--- src/rtl/rla_pkg.sv ---
package rla_pkg;
    localparam int WORD_W = 32;
    localparam int LANES  = WORD_W / 8;
    localparam int OFS_W  = $clog2(LANES);
    localparam int HALF_W = WORD_W / 2;

    typedef enum logic [2:0] {
        K_LDW  = 3'd0,
        K_STW  = 3'd1,
        K_LDH  = 3'd2,
        K_DBL  = 3'd3,
        K_LDM  = 3'd4,
        K_STM  = 3'd5,
        K_RSV6 = 3'd6,
        K_RSV7 = 3'd7
    } kind_e;

    typedef enum logic [1:0] {
        SH_ROT  = 2'd0,
        SH_HALF = 2'd1,
        SH_RAW  = 2'd2,
        SH_NONE = 2'd3
    } shape_e;

    typedef struct packed {
        logic             fault;
        logic             unpred;
        logic             split;
        logic             write;
        logic             is_load;
        shape_e           shape;
        logic [OFS_W-1:0] ofs;
    } cls_t;

    typedef struct packed {
        logic              busy;
        logic              rsp_valid;
        logic [WORD_W-1:0] rsp_data;
        logic              rsp_fault;
        logic              rsp_unpred;
        logic              pend_unpred;
        shape_e            shape;
        logic [OFS_W-1:0]  ofs;
    } state_t;
endpackage

--- src/rtl/rla_decode.sv ---
module rla_decode
    import rla_pkg::*;
#(
    parameter int ADDR_W = 32
) (
    input  kind_e             kind,
    input  logic [ADDR_W-1:0] addr,
    input  logic              chk_en,
    input  logic              legacy,
    output cls_t              cls,
    output logic [ADDR_W-1:0] mem_addr
);
    logic [OFS_W-1:0] ofs;
    logic             word_mis;
    logic             half_mis;
    logic             mis;

    always_comb begin
        ofs      = addr[OFS_W-1:0];
        word_mis = (ofs != '0);
        half_mis = ofs[0];
        mis      = 1'b0;
        cls      = '0;
        cls.shape = SH_NONE;
        cls.ofs   = ofs;
        case (kind)
            K_LDW: begin
                mis         = word_mis;
                cls.is_load = 1'b1;
                cls.split   = !legacy && word_mis;
                cls.shape   = cls.split ? SH_RAW : SH_ROT;
            end
            K_STW: begin
                mis       = word_mis;
                cls.write = 1'b1;
                cls.split = !legacy && word_mis;
            end
            K_LDH: begin
                mis         = half_mis;
                cls.is_load = 1'b1;
                cls.split   = !legacy && half_mis;
                cls.unpred  = legacy && ofs[OFS_W-1];
                cls.shape   = SH_HALF;
                if (cls.split) cls.ofs = '0;
            end
            K_DBL, K_LDM: begin
                mis         = word_mis;
                cls.is_load = 1'b1;
                cls.unpred  = word_mis;
                cls.shape   = SH_RAW;
            end
            K_STM: begin
                mis        = word_mis;
                cls.write  = 1'b1;
                cls.unpred = word_mis;
            end
            default: cls.fault = 1'b1;
        endcase
        if (chk_en && mis) cls.fault = 1'b1;
        if (cls.fault) begin
            cls.unpred  = 1'b0;
            cls.split   = 1'b0;
            cls.write   = 1'b0;
            cls.is_load = 1'b0;
            cls.shape   = SH_NONE;
        end
        mem_addr = cls.split ? addr : {addr[ADDR_W-1:OFS_W], {OFS_W{1'b0}}};
        // only a split access may leave the word grid
        if (!cls.split) begin
            assert_word_grid_R1 : assert (mem_addr[OFS_W-1:0] == '0);
        end
    end
endmodule

--- src/rtl/rla_format.sv ---
module rla_format
    import rla_pkg::*;
(
    input  shape_e            shape,
    input  logic [OFS_W-1:0]  ofs,
    input  logic [WORD_W-1:0] rdata,
    output logic [WORD_W-1:0] data
);
    logic [WORD_W-1:0] rot;

    for (genvar b = 0; b < LANES; b++) begin : g_lane
        localparam logic [OFS_W-1:0] BI = OFS_W'(b);
        logic [OFS_W-1:0] src;
        assign src = BI + ofs;
        assign rot[8*b +: 8] = rdata[{src, 3'b000} +: 8];
    end

    always_comb begin
        case (shape)
            SH_ROT:  data = rot;
            SH_HALF: data = {{HALF_W{1'b0}},
                             ofs[OFS_W-1] ? rdata[WORD_W-1:HALF_W] : rdata[HALF_W-1:0]};
            SH_RAW:  data = rdata;
            default: data = '0;
        endcase
        // a halfword result never carries upper bits
        if (shape == SH_HALF) begin
            assert_half_zext_R4 : assert (data[WORD_W-1:HALF_W] == '0);
        end
    end
endmodule

--- src/rtl/rotload_align.sv ---
module rotload_align
    import rla_pkg::*;
#(
    parameter int ADDR_W = 32
) (
    input  logic              clk,
    input  logic              rst_n,
    input  logic              cfg_chk_en,
    input  logic              cfg_legacy,
    input  logic              req_valid,
    output logic              req_ready,
    input  logic [2:0]        req_kind,
    input  logic [ADDR_W-1:0] req_addr,
    output logic              mem_valid,
    input  logic              mem_ready,
    output logic [ADDR_W-1:0] mem_addr,
    output logic              mem_write,
    output logic              mem_split,
    input  logic              mem_rvalid,
    input  logic [WORD_W-1:0] mem_rdata,
    output logic              rsp_valid,
    output logic [WORD_W-1:0] rsp_data,
    output logic              rsp_fault,
    output logic              rsp_unpred
);
    cls_t              cls;
    state_t            state_d, state_q;
    logic [WORD_W-1:0] fmt_data;
    logic              accept;

    rla_decode #(.ADDR_W(ADDR_W)) u_decode (
        .kind     (kind_e'(req_kind)),
        .addr     (req_addr),
        .chk_en   (cfg_chk_en),
        .legacy   (cfg_legacy),
        .cls      (cls),
        .mem_addr (mem_addr)
    );

    rla_format u_format (
        .shape (state_q.shape),
        .ofs   (state_q.ofs),
        .rdata (mem_rdata),
        .data  (fmt_data)
    );

    assign req_ready  = !state_q.busy && (cls.fault || mem_ready);
    assign mem_valid  = req_valid && !state_q.busy && !cls.fault;
    assign mem_write  = cls.write;
    assign mem_split  = cls.split;
    assign accept     = req_valid && req_ready;
    assign rsp_valid  = state_q.rsp_valid;
    assign rsp_data   = state_q.rsp_data;
    assign rsp_fault  = state_q.rsp_fault;
    assign rsp_unpred = state_q.rsp_unpred;

    always_comb begin
        state_d           = state_q;
        state_d.rsp_valid = 1'b0;
        if (state_q.busy && mem_rvalid) begin
            state_d.busy       = 1'b0;
            state_d.rsp_valid  = 1'b1;
            state_d.rsp_data   = fmt_data;
            state_d.rsp_fault  = 1'b0;
            state_d.rsp_unpred = state_q.pend_unpred;
        end else if (accept) begin
            if (cls.fault || !cls.is_load) begin
                state_d.rsp_valid  = 1'b1;
                state_d.rsp_data   = '0;
                state_d.rsp_fault  = cls.fault;
                state_d.rsp_unpred = cls.unpred;
            end else begin
                state_d.busy        = 1'b1;
                state_d.shape       = cls.shape;
                state_d.ofs         = cls.ofs;
                state_d.pend_unpred = cls.unpred;
            end
        end
    end

    always_ff @(posedge clk or negedge rst_n) begin
        if (!rst_n) state_q <= '0;
        else        state_q <= state_d;
    end

    // a fault response follows an accepted request that never reached memory
    assert_fault_no_mem_R6 : assert property (@(posedge clk) disable iff (!rst_n)
        (rsp_valid && rsp_fault) |-> $past(req_valid && req_ready && !mem_valid));

    // read data while waiting yields the response on the next cycle
    assert_load_latency_R9 : assert property (@(posedge clk) disable iff (!rst_n)
        (state_q.busy && mem_rvalid) |=> (rsp_valid && !state_q.busy));

    // waiting only starts after a memory read handshake
    assert_wait_after_read_R10 : assert property (@(posedge clk) disable iff (!rst_n)
        $rose(state_q.busy) |-> $past(mem_valid && mem_ready && !mem_write));
endmodule

--- config.mk ---
export PLATFORM = sky130hd
export DESIGN_NAME = rotload_align
export DESIGN_NICKNAME = d
export VERILOG_FILES = /design/src/rtl/rla_pkg.sv /design/src/rtl/rla_decode.sv /design/src/rtl/rla_format.sv /design/src/rtl/rotload_align.sv
export SDC_FILE = /design/constraint.sdc
export NUM_CORES = 1
export LEC_CHECK = 0
export ABC_AREA = 0
export BUFFER_PORTS_ARGS = -buffer_cell sky130_fd_sc_hd__buf_2
export CAP_MARGIN = 20
export CORE_ASPECT_RATIO = 1.2
export CORE_MARGIN = 2
export CORE_UTILIZATION = 44
export DETAILED_ROUTE_END_ITERATION = 10
export GPL_TIMING_DRIVEN = 0
export PLACE_DENSITY_LB_ADDON = 0.15
export SYNTH_ARGS = -nofsm -noshare
export SYNTH_HDL_FRONTEND = slang
export SYNTH_SLANG_ARGS = --single-unit
--- constraint.sdc ---
create_clock -name clk -period 1.6 [get_ports clk]
set_input_delay 0.32 -clock clk [delete_from_list [all_inputs] [get_ports clk]]
set_output_delay 0.32 -clock clk [all_outputs]
set_load 0.05 [all_outputs]
After elaboration in Yosys (flattened, before gate mapping):

Index checks and enable logic that the tools add are counted.

* flip-flop bits (word level): 41
* output and inout port bits: 71
* logic and storage cells: 73
* input bits: 74

* reductions and logical operators: 29
* equality and inequality tests: 8
* $add $sub $neg: 3
* multiplexer cells: 19
* shift-type cells: 4
* bitwise gates (word level): 2

Operators with widths (number)
* indexed part select 32 x 6 -> 8 bit: 4
* case mux 32 bit (3 select lines): 1
* 2-to-1 mux 41 bit: 1
* 2-to-1 mux 36 bit: 1
* 2-to-1 mux 35 bit: 1
* 2-to-1 mux 16 bit: 1
* logical AND 1 bit: 9
* case mux 3 bit (3 select lines): 1
* 2-to-1 mux 2 bit: 4
* == test 3 x 2 -> 1 bit, second input constant: 2
* == test 3 bit, second input constant: 2
* 2-to-1 mux 6 bit: 1
* case mux 1 bit (2 select lines): 3
* nonzero test 2 bit: 3
* OR reduction 2 bit: 3
* OR reduction 6 bit: 1
* 2-to-1 mux 5 bit: 1
* OR reduction 5 bit: 1
* adder 2 bit, first input constant: 2
* zero test 1 bit: 4
* 2-to-1 mux 1 bit: 4
* AND reduction 2 bit: 2
* == test 3 x 1 -> 1 bit, second input constant: 1
* zero test 3 bit: 1
* other kinds (9): 11

Longest topological paths before layout:

Gate-level depths: netlist (run 1).

* word-level depth: 11
* depth in mapped cells: 7
* gate-level depth less buffers: 5

By module:

From an unflattened synthesis (run 1), not the netlist that was laid out.

* cells, all modules: 424
* area, all modules: 3552.2 um^2

By module, submodules not included
* rotload_align: sequential area each 1026.0 um^2, area each 2042.0 um^2, times used 1, cells an instance 205
* rla_format: sequential area each 0.0 um^2, area each 1094.8 um^2, times used 1, cells an instance 161
* rla_decode: sequential area each 0.0 um^2, area each 415.4 um^2, times used 1, cells an instance 58

Least setup slack after synthesis (run 1):

Ideal clock, no wire load.

* path kind: input-to-output
* from: input req_kind[0]
* to: output mem_addr[0]
* buffers on the path: 0
* cell stages on the path: 4
* required time: 1.280 ns
* arrival time: 2.983 ns
* path slack: -1.703 ns
* path through: nand2b_2 a31o_4 nor4_1 and2_1

* longest elaborated chain between the ends: 7
* elaborated cells on any way between the ends: 16
* classes of those cells: 5 x eq/ne; 6 x mux; 5 x reduce/logical

Ends and longest elaborated chain
* start, declared: line rotload_align.sv:12 `input logic [2:0] req_kind,`
* == test 3 x 1 -> 1 bit (tied with other cells): line rla_decode.sv:26 `case (kind)`
* OR reduction 5 bit (no source line)
* case mux 1 bit (2 select lines): line rla_decode.sv:26
* logical AND 1 bit: line rla_decode.sv:59 `if (chk_en && mis) cls.fault = 1'b1;`
* 2-to-1 mux 1 bit: line rla_decode.sv:59
* 2-to-1 mux 6 bit *: line rla_decode.sv:60 `if (cls.fault) begin`
* named net mem_split: line rotload_align.sv:18 `output logic mem_split,`
* 2-to-1 mux 2 bit *: line rla_decode.sv:67 `mem_addr = cls.split ? addr : {addr[ADDR_W-1:OFS_W], {OFS_W{1'b0}}};`
* end, declared: line rotload_align.sv:16 `output logic [ADDR_W-1:0] mem_addr,`

The timed path passes the listed nets; every way through them passes the cells marked *.

Worst setup path after layout (run 1):

* from: input req_kind[2]
* to: output mem_addr[0]

* longest elaborated chain between the ends: 7
* elaborated cells on any way between the ends: 16
* classes of those cells: 5 x eq/ne; 6 x mux; 5 x reduce/logical

Ends and longest elaborated chain (line)
* == test 3 x 1 -> 1 bit (tied with other cells): rla_decode.sv:26
* OR reduction 5 bit (no source line)
* case mux 1 bit (2 select lines): rla_decode.sv:26
* logical AND 1 bit: rla_decode.sv:59
* 2-to-1 mux 1 bit: rla_decode.sv:59
* 2-to-1 mux 6 bit *: rla_decode.sv:60
* 2-to-1 mux 2 bit *: rla_decode.sv:67

Every way passes the cells marked *; elsewhere a longest branch is shown, timed or not.

==> reports/qor.yml, run 1 <==
setup-violations-final: 19
track_usage: 0.255
synth_area_leaders: "dfrtp_1 (32%), buf_4 (15%), mux2i_1 (7.7%)"
place_ws_ns: -0.451
io_pins: 145
drcViolationCount: 0
slew_headroom: 0.373
ir_drop_uv: 653
cts_inserted_buffers: 5
violations: "setup timing"
hp-class: "in -> async"
yosys_warnings: 0
synth_common_cells: "buf_4 (66), dfrtp_1 (41), nor2_1 (36)"
ys_ff_latch: 41
clock_path_buffers: 2
initial_core_util: 0.452
synth_cells: 365
ys_async_sr_fraction: 1.00
clk_latency_ns: 0.30
clock_sinks: 41
first_global_vias: 3202
vias: 3305
seq_area_frac_synth: 0.316
fin_nets: 582
htreeDepth: 2
synth_cell_type_count: 41
tightestPinTransition_ns: 0.941
dieWidth_um: 82.5
antenna_cells: 0
cts-root-buf: "clkbuf_8"
worst_slack_ns: -0.189
wire_per_inst_um: 17.6
place.gp.congestion: 0.956
dpl.hpwl_mm: 7.29
min_period_ns: 1.79
rsz0062_at_grt: "true"
worst-endpoint-required_ns: 1.28
avgSynthCellArea_um2: 8.91
final_cells: 599
cp_top_family: "compound AO/OA/AOI/OAI gates"
post-route-period-util: 1.12
finalHoldViolCount: 0
port_buffers: 114
report.final.slew_viol_count: 0
wirelength_mm: 10.6
synth_flop_cell: "dfrtp_1"
holdBufCountCts: 0
crit_type: "in -> out"
timing.fmax_mhz: 559
cp_slowest_cell: "nor4_4"
fin_skew_ns: 0.0112
syn_nets: 439
areaGrowthSynthToFinish_pct: 44.1
synth_edf_count: 0
overflow: 0
max_stage_delay_ns: 0.25
final_antenna_net_count: 0
antenna_found_initial: 0
rows: 34
dpl.cell_count: 570
cp_cell_sequence: "buf_12, a22o_1, a31o_4, nor4_4, and2_4, buf_8"
startpoint_type: "input port"
grt_first_pass_wirelength_mm: 15.9
netlist_area_mm2: 0.00325
synth.most_common_cell: "buf_4"
cellPowerDensity_mw_per_mm2: 1230
core_mm2: 0.00719
drive_above_1_share: 0.587
worstPathMaxFanout: 7
leakage_uw: 0.00232
max_cap_viol_count: 0
drtIter0Drc: 251
yosysTopAreaCellShare: 0.316
status: "finished, violations left"
chipHeight_um: 98.2
worstPathArrival_ns: 1.47
grt_max_degree: 42
path_buf_inv: 2
reg2reg_setup_slack_ns: -0.09
dieArea_mm2: 0.00809
yosysTopAreaCell: "dfrtp_1"
path_clk_slew_ns: 0.09
cts_tree: "done"
dr.pass1.iters: 8
endpoint_kind: "output pin"
vias_per_cell: 5.52
[final timing paths]
check	startpoint	end	cells past startpoint
max	req_kind[2]	mem_addr[0]	6
min	rst_n	rsp_data[24]	1
max reg2reg	state_q[1]	rsp_data[27]	6
min reg2reg	state_q[4]	state_q[4]	1
max in group asynchronous	rst_n	state_q[40]	1
min in group clk	mem_rvalid	state_q[40]	2
[sequential cells by signal (all words and copies together), names as in the netlist]
signal,flops
rsp_fault,1
state_q,6
rsp_valid,1
rsp_unpred,1
rsp_data,32
[stage by stage]
step / hold slack (ns) / setup TNS (ns) / utilization / power, uW / area [um2]
after global routing: 0.249 / -2.15 / 0.651 / 6020 / 4680
after floorplan: 0.0244 / -1.57 / - / 3650 / 3280
after CTS: 0.196 / -0.999 / 0.614 / 5420 / 4420
after global placement: 0.486 / -11.81 / 0.551 / 4350 / 3960
final: 0.157 / -0.876 / 0.651 / 5760 / 4680
after detailed placement: 0.492 / -10.22 / 0.552 / 4370 / 3970
[power breakdown]
| group | switching (uW) | internal [uW] | total, uW |
|---|---|---|---|
| registers | 160 | 1230 | 1390 |
| clock network | 389 | 304 | 692 |
| logic | 2180 | 1500 | 3680 |
[cell type report]
type                       instances  area [um2]
buffer                            81         623
clock buffer                       6        72.6
clock inverter                     2        10.0
fill                             606        2510
inverter                          28         108
multi-input combinational        211        1870
sequential                        41        1030
tap                               90         113
timing repair buffer             140         862
[metal layers]
layer / routed length (um) / vias to the layer above / global-route usage
li1: - / 1544 / -
met1: 4280 / 1574 / 0.333
met2: 5240 / 158 / 0.430
met3: 697 / 29 / 0.0305
met4: 355 / 0 / 0.0846
met5: 0 / - / 0
[cells by family (layout without fill, tap and decap cells)]
logic type | count (synthesis) | count (layout) | synth area share
compound gates | 103 | 103 | 0.251
buf+inv | 113 | 257 | 0.212
flops | 41 | 41 | 0.316
mux | 38 | 38 | 0.122
simple gates | 70 | 70 | 0.0993
[timing repair]
action / 4_1_cts / 5_1_grt
setup buffers: 18 / 6
pin swaps: 23 / 26
setup endpoints to repair: 37 / 39
gates cloned: 0 / 1
resized for setup: 67 / 54
[placed cells by master (no fill, tap or decap), types with 4 or more instances in the layout]
master     synthesis  routed
a21oi_1           19      15
a21oi_2            0       4
a221o_1            9       9
a222oi_1           8       8
a22o_1             9       9
a22oi_2            0       8
a2bb2oi_1          7       5
buf_12             0       4
buf_2              3     110
buf_4             66      84
buf_6              2       8
buf_8              0       6
clkbuf_2           0       5
clkbuf_8           0       5
dfrtp_1           41      39
inv_1             27      27
mux2_2            13       5
mux2_4             0       8
mux2i_1           25      14
mux2i_2            0       8
nand2_1           11      11
nor2_1            36      24
nor2_2             0       5
nor2_4             0       7
nor2b_1            7       6
o21ai_1            9       4
o21ai_2            0       5
o221ai_1          15       9
o221ai_2           1       7
o2bb2ai_1          9       9
Power figures use the tool's default switching activity.
==> inputs of run 2 (changes only) <==
--- a/config.mk
+++ b/config.mk
@@ -13,6 +13,7 @@
 export CORE_UTILIZATION = 44
 export DETAILED_ROUTE_END_ITERATION = 10
 export GPL_TIMING_DRIVEN = 0
+export MAX_ROUTING_LAYER = met4
 export PLACE_DENSITY_LB_ADDON = 0.15
 export SYNTH_ARGS = -nofsm -noshare
 export SYNTH_HDL_FRONTEND = slang
==> run 2 against run 1 <==
Against the previous run:
- the flow still finishes with violations (setup timing)
- setup slack worse by 0.035 ns
- sequential share of layout area decreased by 0.14 points
- clock power up 32%
- flip-flop and latch count stayed put
- clock skew fell by 0.0033 ns
- largest cell class unchanged
- highest routed layer unchanged
==> reports/qor.yml, run 2 (synthesis gave the netlist of run 1 again) <==
antenna_found_initial: 0  # unchanged
violations: "setup timing"
busiest_layer: "met2"
ir_drop_uv: 775  # +19%
path_clk_slew_ns: 0.09  # about the same
vias: 3334  # +0.88%
comb_power_share: 0.613  # -0.025
use_met2: 0.431  # +0.000620
max_stage_delay_ns: 0.26  # about the same
io_pins: 145  # unchanged
first_global_vias: 3167  # -1.1%
path_buf_inv: 2  # unchanged
worstPathArrival_ns: 1.50  # +0.03 ns
htreeDepth: 2  # unchanged
grtUsageMet3: 0.0407  # +0.0102
worst-endpoint-required_ns: 1.28  # about the same
largest_reg_flops: 32  # unchanged
timing.fmax_mhz: 548  # -1.9%
overflow: 0  # unchanged
switching_share: 0.454  # -0.0194
fin_nets: 580  # -0.34%
final_cells: 597  # -0.33%
tightestPinTransition_ns: 0.955  # +0.0142 ns
startpoint_type: "input port"
totalPowerFinal_uw: 5990  # +4.0%
core_mm2: 0.00719  # unchanged
endpoint_kind: "output pin"
place.gp.congestion: 0.989  # +3.4%
grt_first_pass_wirelength_mm: 16.1  # +1.0%
min_period_ns: 1.82  # +0.0347 ns
num-fill-cells: 614  # +1.3%
leakage_uw: 0.00233  # +0.38%
wirelength_mm: 10.7  # +1.5%
holdBufCountCts: 0  # unchanged
worstPathMaxFanout: 3  # -4
dieArea_mm2: 0.00809  # unchanged
p_clk_frac: 0.152  # +0.032
cellPowerDensity_mw_per_mm2: 1270  # +3.0%
rows: 34  # unchanged
p_int_uw: 3270  # +7.8%
max_cap_viol_count: 0  # unchanged
clk_latency_ns: 0.30  # about the same
clock_sinks: 41  # unchanged
drcViolationCount: 0  # unchanged
finalHoldViolCount: 0  # unchanged
chipHeight_um: 98.2  # unchanged
stdcell_area_mm2: 0.00473  # +0.99%
slew_headroom: 0.363  # -0.00948
rsz0062_at_grt: "true"
placed_area_mm2: 0.00397  # unchanged
use_met1: 0.346  # +0.0129
status: "finished, violations left"
whs_ns: 0.142  # -0.0156 ns
crit_type: "in -> out"
wire_per_inst_um: 18.0  # +1.9%
setup-violations-final: 10  # -9
antenna_cells: 0  # unchanged
hp-class: "in -> async"
dr.pass1.iters: 5  # -3
worst_path_most_repeated_cell: "buf_8"
clock_path_buffers: 2  # unchanged
dieWidth_um: 82.5  # unchanged
grt_max_degree: 42  # unchanged
cp_cell_sequence: "buf_8, a22o_4, a31o_4, nor4_4, and2_4, buf_8"
worst_slack_ns: -0.224  # -0.0347 ns
drtIter0Drc: 267  # +6.4%
power.switching_uw: 2720  # -0.29%
cts_inserted_buffers: 5  # unchanged
power_frac_seq: 0.235  # -0.006
report.final.slew_viol_count: 0  # unchanged
fin_skew_ns: 0.00796  # -0.00326 ns
initial_core_util: 0.452  # unchanged
track_usage: 0.269  # +0.0133
final_cell_mix: "buf_2 (109), buf_4 (80), dfrtp_1 (36)"
cts_tree: "done"
drive_above_1_share: 0.570  # -0.0174
areaGrowthSynthToFinish_pct: 45.5
cts-root-buf: "clkbuf_8"
cp_top_family: "compound AO/OA/AOI/OAI gates"
dpl.cell_count: 570  # unchanged
final_common_cell: "buf_2"
final_antenna_net_count: 0  # unchanged
post-route-period-util: 1.14  # +0.0217
port_buffers: 114  # unchanged
cp_slowest_cell: "a22o_4"
vias_per_cell: 5.58  # +1.2%
dpl.hpwl_mm: 7.39  # +1.5%
==> run 2: cell count changes in the layout (fill, tap and decap cells not counted), moves of 4 or more <==
cell     delta
mux2i_2     -4
mux2_2      +4
o21ai_1     +4
a22oi_2     -6
o21ai_2     -4
buf_4       -4
nor2_1      +5
mux2_4      -4
a22oi_1     +6
==> run 2: stage by stage <==
stage	utilization	setup TNS, ns	setup WS [ns]
2_1_floorplan	-	-1.57	-0.586
3_3_place_gp	0.551	-11.90	-0.533
3_5_place_dp	0.552	-9.68	-0.457
4_1_cts	0.619	-0.779	-0.197
5_1_grt	0.658	-1.54	-0.260
6_report	0.658	-1.05	-0.224
==> run 2: layer usage <==
metal  wire (um)  share of wire
met5           0              0
met4         276          0.026
met3         730          0.068
met2        5460           0.51
met1        4260           0.40
==> run 2: power by group through the flow <==
stage	logic, uW	registers, uW	clock network (uW)
floorplan	2270	1370	0
global placement	2990	1370	0
detailed placement	3010	1370	0
CTS	3390	1360	917
global route	3850	1430	958
finish	3670	1410	911
==> run 2: cell type report <==
class                           count  area (um2)  area share
Inverter                           28         108      0.0228
Multi-Input combinational cell    211        1830       0.388
Clock buffer                        7        86.3      0.0183
Sequential cell                    41        1030       0.218
Timing Repair Buffer              140         912       0.193
Buffer                             79         616       0.130
Tap cell                           90         113      0.0238
Clock inverter                      1        30.0     0.00635
==> run 2: path summary, 6_finish.rpt <==
kind / start / to / slack (ns) / depth (start not counted)
max reg2reg: state_q[1] / rsp_data[24] / -0.10 / 6
min: rst_n / rsp_data[25] / 0.14 / 1
min in group clk: mem_rvalid / state_q[40] / 0.24 / 2
max: req_kind[1] / mem_addr[0] / -0.22 / 6
min reg2reg: rsp_data[30] / rsp_data[30] / 0.51 / 1
max in group asynchronous: rst_n / state_q[1] / 0.78 / 1
==> run 2: timing repair <==
item                                    4_1_cts  5_1_grt
gates resized for setup                      73       48
endpoints found under the setup margin       37       42
setup buffers                                16        8
pin swaps                                    21       21
gates cloned                                  0        1
